[src/rtl/flowctl_pkg.sv]
package flowctl_pkg;

   localparam logic [5:0] FC_JEQ  = 6'b100000;
   localparam logic [5:0] FC_JNE  = 6'b100001;
   localparam logic [5:0] FC_JLT  = 6'b100010;
   localparam logic [5:0] FC_JLE  = 6'b100011;
   localparam logic [5:0] FC_JGT  = 6'b100100;
   localparam logic [5:0] FC_JGE  = 6'b100101;
   localparam logic [5:0] FC_JMP  = 6'b100110;
   localparam logic [5:0] FC_PUSH = 6'b110000;
   localparam logic [5:0] FC_POP  = 6'b110001;
   localparam logic [5:0] FC_CALL = 6'b110010;
   localparam logic [5:0] FC_RET  = 6'b110101;

   typedef enum logic [2:0] {
      CMP_EQ = 3'd0,
      CMP_NE = 3'd1,
      CMP_LT = 3'd2,
      CMP_LE = 3'd3,
      CMP_GT = 3'd4,
      CMP_GE = 3'd5
   } cmp_e;

   typedef struct packed {
      logic branch;
      logic jump;
      logic push;
      logic pop;
      logic call;
      logic ret;
      cmp_e cond;
   } fc_ctl_t;

   function automatic fc_ctl_t fc_decode(input logic [5:0] low);
      fc_ctl_t c;
      c = '{branch: 1'b0, jump: 1'b0, push: 1'b0, pop: 1'b0,
            call: 1'b0, ret: 1'b0, cond: CMP_EQ};
      case (low)
         FC_JEQ, FC_JNE, FC_JLT, FC_JLE, FC_JGT, FC_JGE: begin
            c.branch = 1'b1;
            c.cond   = cmp_e'(low[2:0]);
         end
         FC_JMP:  c.jump = 1'b1;
         FC_PUSH: c.push = 1'b1;
         FC_POP:  c.pop  = 1'b1;
         FC_CALL: c.call = 1'b1;
         FC_RET:  c.ret  = 1'b1;
         default: ;
      endcase
      return c;
   endfunction

endpackage

[src/rtl/flowctl_decode.sv]
module flowctl_decode
   import flowctl_pkg::*;
(
   input  logic [5:0] low_i,
   output fc_ctl_t    ctl_o
);

   always_comb ctl_o = fc_decode(low_i);

endmodule

[src/rtl/flowctl_cond.sv]
module flowctl_cond
   import flowctl_pkg::*;
#(
   parameter int unsigned DATA_W     = 8,
   parameter bit          CMP_SIGNED = 1'b0
) (
   input  cmp_e              sel_i,
   input  logic [DATA_W-1:0] a_i,
   input  logic [DATA_W-1:0] b_i,
   output logic              hit_o
);

   logic eq, lt;

   assign eq = (a_i == b_i);

   generate
      if (CMP_SIGNED) begin : g_signed
         assign lt = ($signed(a_i) < $signed(b_i));
      end else begin : g_unsigned
         assign lt = (a_i < b_i);
      end
   endgenerate

   always_comb begin
      case (sel_i)
         CMP_EQ:  hit_o = eq;
         CMP_NE:  hit_o = !eq;
         CMP_LT:  hit_o = lt;
         CMP_LE:  hit_o = lt || eq;
         CMP_GT:  hit_o = !(lt || eq);
         CMP_GE:  hit_o = !lt;
         default: hit_o = 1'b0;
      endcase
   end

endmodule

[src/rtl/flowctl_stack.sv]
module flowctl_stack #(
   parameter int unsigned DATA_W = 8,
   parameter int unsigned AW     = 8
) (
   input  logic              clk,
   input  logic              rst_n,
   input  logic              wr_i,
   input  logic              rd_i,
   input  logic [DATA_W-1:0] wdata_i,
   output logic [AW-1:0]     sp_o,
   output logic [AW-1:0]     addr_o,
   output logic [DATA_W-1:0] rdata_o
);

   localparam int unsigned DEPTH = 1 << AW;

   logic [AW-1:0]     sp_q;
   logic [AW-1:0]     sp_dec;
   logic [DATA_W-1:0] mem [DEPTH];

   assign sp_dec  = sp_q - AW'(1);
   assign addr_o  = rd_i ? sp_dec : sp_q;
   assign rdata_o = mem[sp_dec];
   assign sp_o    = sp_q;

   always_ff @(posedge clk or negedge rst_n) begin
      if (!rst_n)    sp_q <= '0;
      else if (wr_i) sp_q <= sp_q + AW'(1);
      else if (rd_i) sp_q <= sp_dec;
   end

   always_ff @(posedge clk) begin
      if (wr_i) mem[sp_q] <= wdata_i;
   end

endmodule

[src/rtl/flowctl_unit.sv]
module flowctl_unit
   import flowctl_pkg::*;
#(
   parameter int unsigned ADDR_W     = 8,
   parameter int unsigned DATA_W     = 8,
   parameter int unsigned STK_AW     = 8,
   parameter int unsigned INSN_BYTES = 4,
   parameter bit          CMP_SIGNED = 1'b0
) (
   input  logic              clk,
   input  logic              rst_n,
   input  logic [7:0]        op_i,
   input  logic [DATA_W-1:0] opa_i,
   input  logic [DATA_W-1:0] opb_i,
   input  logic [ADDR_W-1:0] tgt_i,
   input  logic [ADDR_W-1:0] pc_i,
   output logic [ADDR_W-1:0] next_pc_o,
   output logic              stk_wr_o,
   output logic              stk_rd_o,
   output logic [STK_AW-1:0] stk_addr_o,
   output logic [DATA_W-1:0] stk_wdata_o,
   output logic [DATA_W-1:0] pop_data_o,
   output logic [ADDR_W-1:0] pop_reg_o,
   output logic              pop_we_o
);

   localparam logic [ADDR_W-1:0] STEP = ADDR_W'(INSN_BYTES);

   generate
      if (ADDR_W > DATA_W) begin : g_bad_width
         $error("flowctl_unit: a return address must fit in one stack word");
      end
      if (INSN_BYTES == 0) begin : g_bad_step
         $error("flowctl_unit: INSN_BYTES must be nonzero");
      end
      if (STK_AW == 0 || STK_AW > 12) begin : g_bad_depth
         $error("flowctl_unit: STK_AW out of range");
      end
   endgenerate

   fc_ctl_t           ctl;
   logic              hit;
   logic [ADDR_W-1:0] seq_pc;
   logic [STK_AW-1:0] sp_w;
   logic              unused_src_sel;

   assign unused_src_sel = ^op_i[7:6];

   flowctl_decode u_dec (
      .low_i (op_i[5:0]),
      .ctl_o (ctl)
   );

   flowctl_cond #(
      .DATA_W     (DATA_W),
      .CMP_SIGNED (CMP_SIGNED)
   ) u_cond (
      .sel_i (ctl.cond),
      .a_i   (opa_i),
      .b_i   (opb_i),
      .hit_o (hit)
   );

   assign seq_pc      = pc_i + STEP;
   assign stk_wr_o    = ctl.push || ctl.call;
   assign stk_rd_o    = ctl.pop || ctl.ret;
   assign stk_wdata_o = ctl.call ? DATA_W'(seq_pc) : opa_i;

   flowctl_stack #(
      .DATA_W (DATA_W),
      .AW     (STK_AW)
   ) u_stk (
      .clk     (clk),
      .rst_n   (rst_n),
      .wr_i    (stk_wr_o),
      .rd_i    (stk_rd_o),
      .wdata_i (stk_wdata_o),
      .sp_o    (sp_w),
      .addr_o  (stk_addr_o),
      .rdata_o (pop_data_o)
   );

   assign pop_reg_o = tgt_i;
   assign pop_we_o  = ctl.pop;

   always_comb begin
      if (ctl.ret)                                 next_pc_o = pop_data_o[ADDR_W-1:0];
      else if (ctl.jump || ctl.call)               next_pc_o = tgt_i;
      else if (ctl.branch && hit)                  next_pc_o = tgt_i;
      else                                         next_pc_o = seq_pc;
   end

endmodule

[config.mk]
export PLATFORM = sky130hd
export DESIGN_NAME = flowctl_unit
export DESIGN_NICKNAME = d
export VERILOG_FILES = /design/src/rtl/flowctl_pkg.sv /design/src/rtl/flowctl_decode.sv /design/src/rtl/flowctl_cond.sv /design/src/rtl/flowctl_stack.sv /design/src/rtl/flowctl_unit.sv
export SDC_FILE = /design/constraint.sdc
export NUM_CORES = 2
export LEC_CHECK = 0
export BUFFER_PORTS_ARGS = -buffer_cell sky130_fd_sc_hd__clkbuf_2
export CAP_MARGIN = 20
export CORE_ASPECT_RATIO = 0.9
export CORE_MARGIN = 2
export CORE_UTILIZATION = 63
export DETAILED_ROUTE_END_ITERATION = 8
export PLACE_DENSITY = 0.79
export SETUP_SLACK_MARGIN = 0.2
export SLEW_MARGIN = 25
export SYNTH_ARGS = -nofsm -noshare
export SYNTH_HDL_FRONTEND = slang
export SYNTH_SLANG_ARGS = --single-unit
[constraint.sdc]
create_clock -name clk -period 17.6 [get_ports clk]
set_input_delay 2.64 -clock clk [delete_from_list [all_inputs] [get_ports clk]]
set_output_delay 2.64 -clock clk [all_outputs]
set_load 0.05 [all_outputs]
==> results.sh <==
export IMPL_cts_tree="done"
export IMPL_clock_root_buffer="clkbuf_16"
export IMPL_cp_max_fo=142
export IMPL_die_area_mm2=0.132
export IMPL_period_share_pct=55.5
export IMPL_hold_viol_final=0
export IMPL_grt_max_degree=143
export IMPL_yosys_register_bits=2056
export IMPL_grt_pass1_wl_um=296000
export IMPL_synth_area_mm2=0.0814
export IMPL_num_vias=42500
export IMPL_cp_top_family="buffers and inverters"
export IMPL_synth_edff_count=2048
export IMPL_via_per_inst=7.16
export IMPL_antenna_found_initial=13
export IMPL_combPwrFrac_pct=37.2
export IMPL_power_leakage_nw=27.9
export IMPL_avgSynthCellArea_um2=20.6
export IMPL_die_x_um=383
export IMPL_track_usage_pct=31.6
export IMPL_dr_pass1_iters=6
export IMPL_portBuffers=82
export IMPL_finalMaxSlewViolations=0
export IMPL_synthTopCellsByCount="2048 x edfxtp_1, 536 x mux4_2, 280 x nor2_1, 232 x nand2_1, 110 x clkbuf_1"
export IMPL_cts_max_level=4
export IMPL_yosysTopAreaCellShare_pct=75.5
export IMPL_p_sw_w=0.00522
export IMPL_critPathBufInv=4
export IMPL_internal_power_w=0.00962
export IMPL_synth_cells=3954
export IMPL_area_growth_pct=9.84
export IMPL_start_util_pct=63.3
export IMPL_nets=4115
export IMPL_arrival_ns=7.12
export IMPL_post_route_util_pct=69.5
export IMPL_yosys_cell_count_top_type="edfxtp_1"
export IMPL_dieHeight_um=345
export IMPL_reg2reg_from="u_stk.sp_o[0]"
export IMPL_start_kind="flop"
export IMPL_powerDensity_mw_per_mm2=166
export IMPL_ir_drop_mv=0.224
export IMPL_p_clk_share_pct=26.0
export IMPL_slowest_stage="dfrtp_4"
export IMPL_coreArea_mm2=0.129
export IMPL_yosysTopAreaCell="edfxtp_1"
export IMPL_fillers=7288
export IMPL_wl_um=206000
export IMPL_fin_crit_ns=9.76
export IMPL_cp_required_ns=14.96
export IMPL_yosysWarnings=0
export IMPL_clk_latency_ns=0.83
export IMPL_io_pins=85
export IMPL_clock_sinks=2056
export IMPL_maxCapViolations=0
export IMPL_place_gp_congestion=0.907
export IMPL_fp_row_count=125
export IMPL_setup_viol=0
export IMPL_grt_pass1_vias=41500
export IMPL_overflow=0
export IMPL_r2r_cells=4
export IMPL_min_path_cells=3
export IMPL_cts_buffers=189
export IMPL_crit_chain="inv_1, ha_4, buf_12, buf_12, mux4_2, mux2i_1, mux2i_1, o22ai_1, and4b_1, and3_1, a31oi_1, o211ai_1, clkbuf_2"
export IMPL_min_from="u_stk.sp_o[2]"
export IMPL_path_class="flop to primary output"
export IMPL_clock_skew_ns=0.0473
export IMPL_avgRoutedWirePerCell_um=34.7
export IMPL_max_slew_worst_pin_slew_ns=1.18
export IMPL_cts_hold_buf=0
export IMPL_r2r_slack_ns=13.19
export IMPL_hp_class="flop to flop"
export IMPL_whs_endpoint="u_stk.sp_o[3]"
export IMPL_syn_nets=4010
export IMPL_drcViolationCount=0
export IMPL_end_kind="primary output"
export IMPL_max_stage_delay_ns=0.77
export IMPL_drive_above_1_share_pct=24.0
export IMPL_ys_top_cells_by_area="edfxtp_1 76%, mux4_2 15%, nor2_1 1.3%"
export IMPL_relSlewSlack_pct=20.0
export IMPL_dp_hpwl_um=118000
export IMPL_synth_cell_type_count=77
export IMPL_post_cts_setup_buffers=0
export IMPL_cts_buffer_depth=3
export IMPL_finalSetupTns_ns=0
export IMPL_path_clk_slew_ns=0.06
export IMPL_drt_iter0_drc=7395
export IMPL_synth_flop_cell="edfxtp_1"
export IMPL_reg2reg_to="u_stk.mem[63][4]"
export IMPL_swShare_pct=35.2
export IMPL_rsz0062_at_grt="no"
export IMPL_fin_hold_ws_ns=0.777
export IMPL_cts_resized=0
export IMPL_async_reset_ff_share_pct=0.389
export IMPL_seq_power_share_pct=36.8
export IMPL_max_freq_mhz=102
export IMPL_outcome="complete, no violations"
export IMPL_seq_area_frac_synth_pct=75.8
export IMPL_drt_antenna_violating_nets=0
cell families after synthesis:
kind of cell	Yosys count	share of synthesized area, %
compound gates	232	2.19
xor+xnor	27	0.309
fa+ha+maj	14	0.215
buf+inv	264	1.68
flops	2056	75.8
mux	595	15.6
simple gates	766	4.26
routing by layer:
layer / track usage (%) / up-vias / part of all wire, %
met5: 0 / - / 0.044
met4: 12.4 / 12 / 4.4
met3: 8.64 / 515 / 14
met2: 46.7 / 3396 / 46
met1: 46.0 / 22000 / 36
li1: - / 16600 / -
area by class of cell:
type / count / area, um^2 / area share, %
clock inverter: 99 / 673 / 0.753
sequential: 2056 / 61700 / 69.0
timing repair buffer: 165 / 1160 / 1.29
antenna: 4 / 10.0 / 0.0112
clock buffer: 240 / 5010 / 5.60
inverter: 13 / 48.8 / 0.0546
multi-input combinational: 1634 / 18700 / 20.9
tap: 1714 / 2140 / 2.40
tightest hold or removal path: stages (launching register included):
cell,delay [ns]
dfrtp_1,0.45
nand4_1,0.12
nand2_1,0.11
xnor2_1,0.06
placed cells by master (no fill, tap or decap), types with 7 or more instances in the layout:
cell,count
edfxtp_1,2048
mux4_2,536
nor2_1,279
nand2_1,229
clkbuf_16,193
clkbuf_2,82
nand3_1,80
and3_1,78
buf_4,71
a211oi_1,56
mux2i_1,55
clkbuf_1,47
clkinv_1,46
clkinv_2,32
nand4_1,26
a21oi_1,24
a32oi_1,16
o211ai_1,13
ha_1,13
inv_1,12
xnor2_1,12
a211o_1,12
o22ai_1,11
a31oi_1,11
xor2_1,10
o21a_1,10
nor2b_1,10
o41ai_1,10
o21ai_0,8
nand3_4,8
nor3_1,7
o2111ai_1,7
bufinv_16,7
buf_12,7
dfrtp_1,7
state kept, by name, indices dropped and copies added, names as in the netlist:
name / count
u_stk.mem: 2048
u_stk.sp_o: 8
how the worst max path moves through the flow:
stage / start / to / slack [ns] / cells past startpoint
final: u_stk.sp_o[0] / next_pc_o[4] / 7.84 / 13
after global routing: u_stk.sp_o[0] / next_pc_o[5] / 7.58 / 11
after floorplan: op_i[2] / stk_wdata_o[5] / 0.28 / 6
after detailed placement: u_stk.sp_o[0] / next_pc_o[4] / 8.78 / 12
after CTS: u_stk.sp_o[0] / next_pc_o[4] / 7.89 / 12
after global placement: u_stk.sp_o[0] / next_pc_o[5] / 8.78 / 11
power by group through the flow:
stage	combinational (W)	sequential, W	clock [W]
floorplan	0.00370	0.00558	0
global placement	0.00529	0.00556	0
detailed placement	0.00536	0.00556	0
CTS	0.00542	0.00546	0.00387
global route	0.00568	0.00546	0.00404
finish	0.00552	0.00546	0.00385
through the flow:
stage	setup slack, ns	area [um^2]	power (W)	std cells
after CTS	7.89	89400	0.0147	5919
after detailed placement	8.78	83700	0.0109	5580
final	7.84	89400	0.0148	5925
after global placement	8.78	83600	0.0108	5579
after global routing	7.58	89400	0.0152	5921
after floorplan	0.283	81400	0.00927	3954
(Power assumes the default switching activity.)
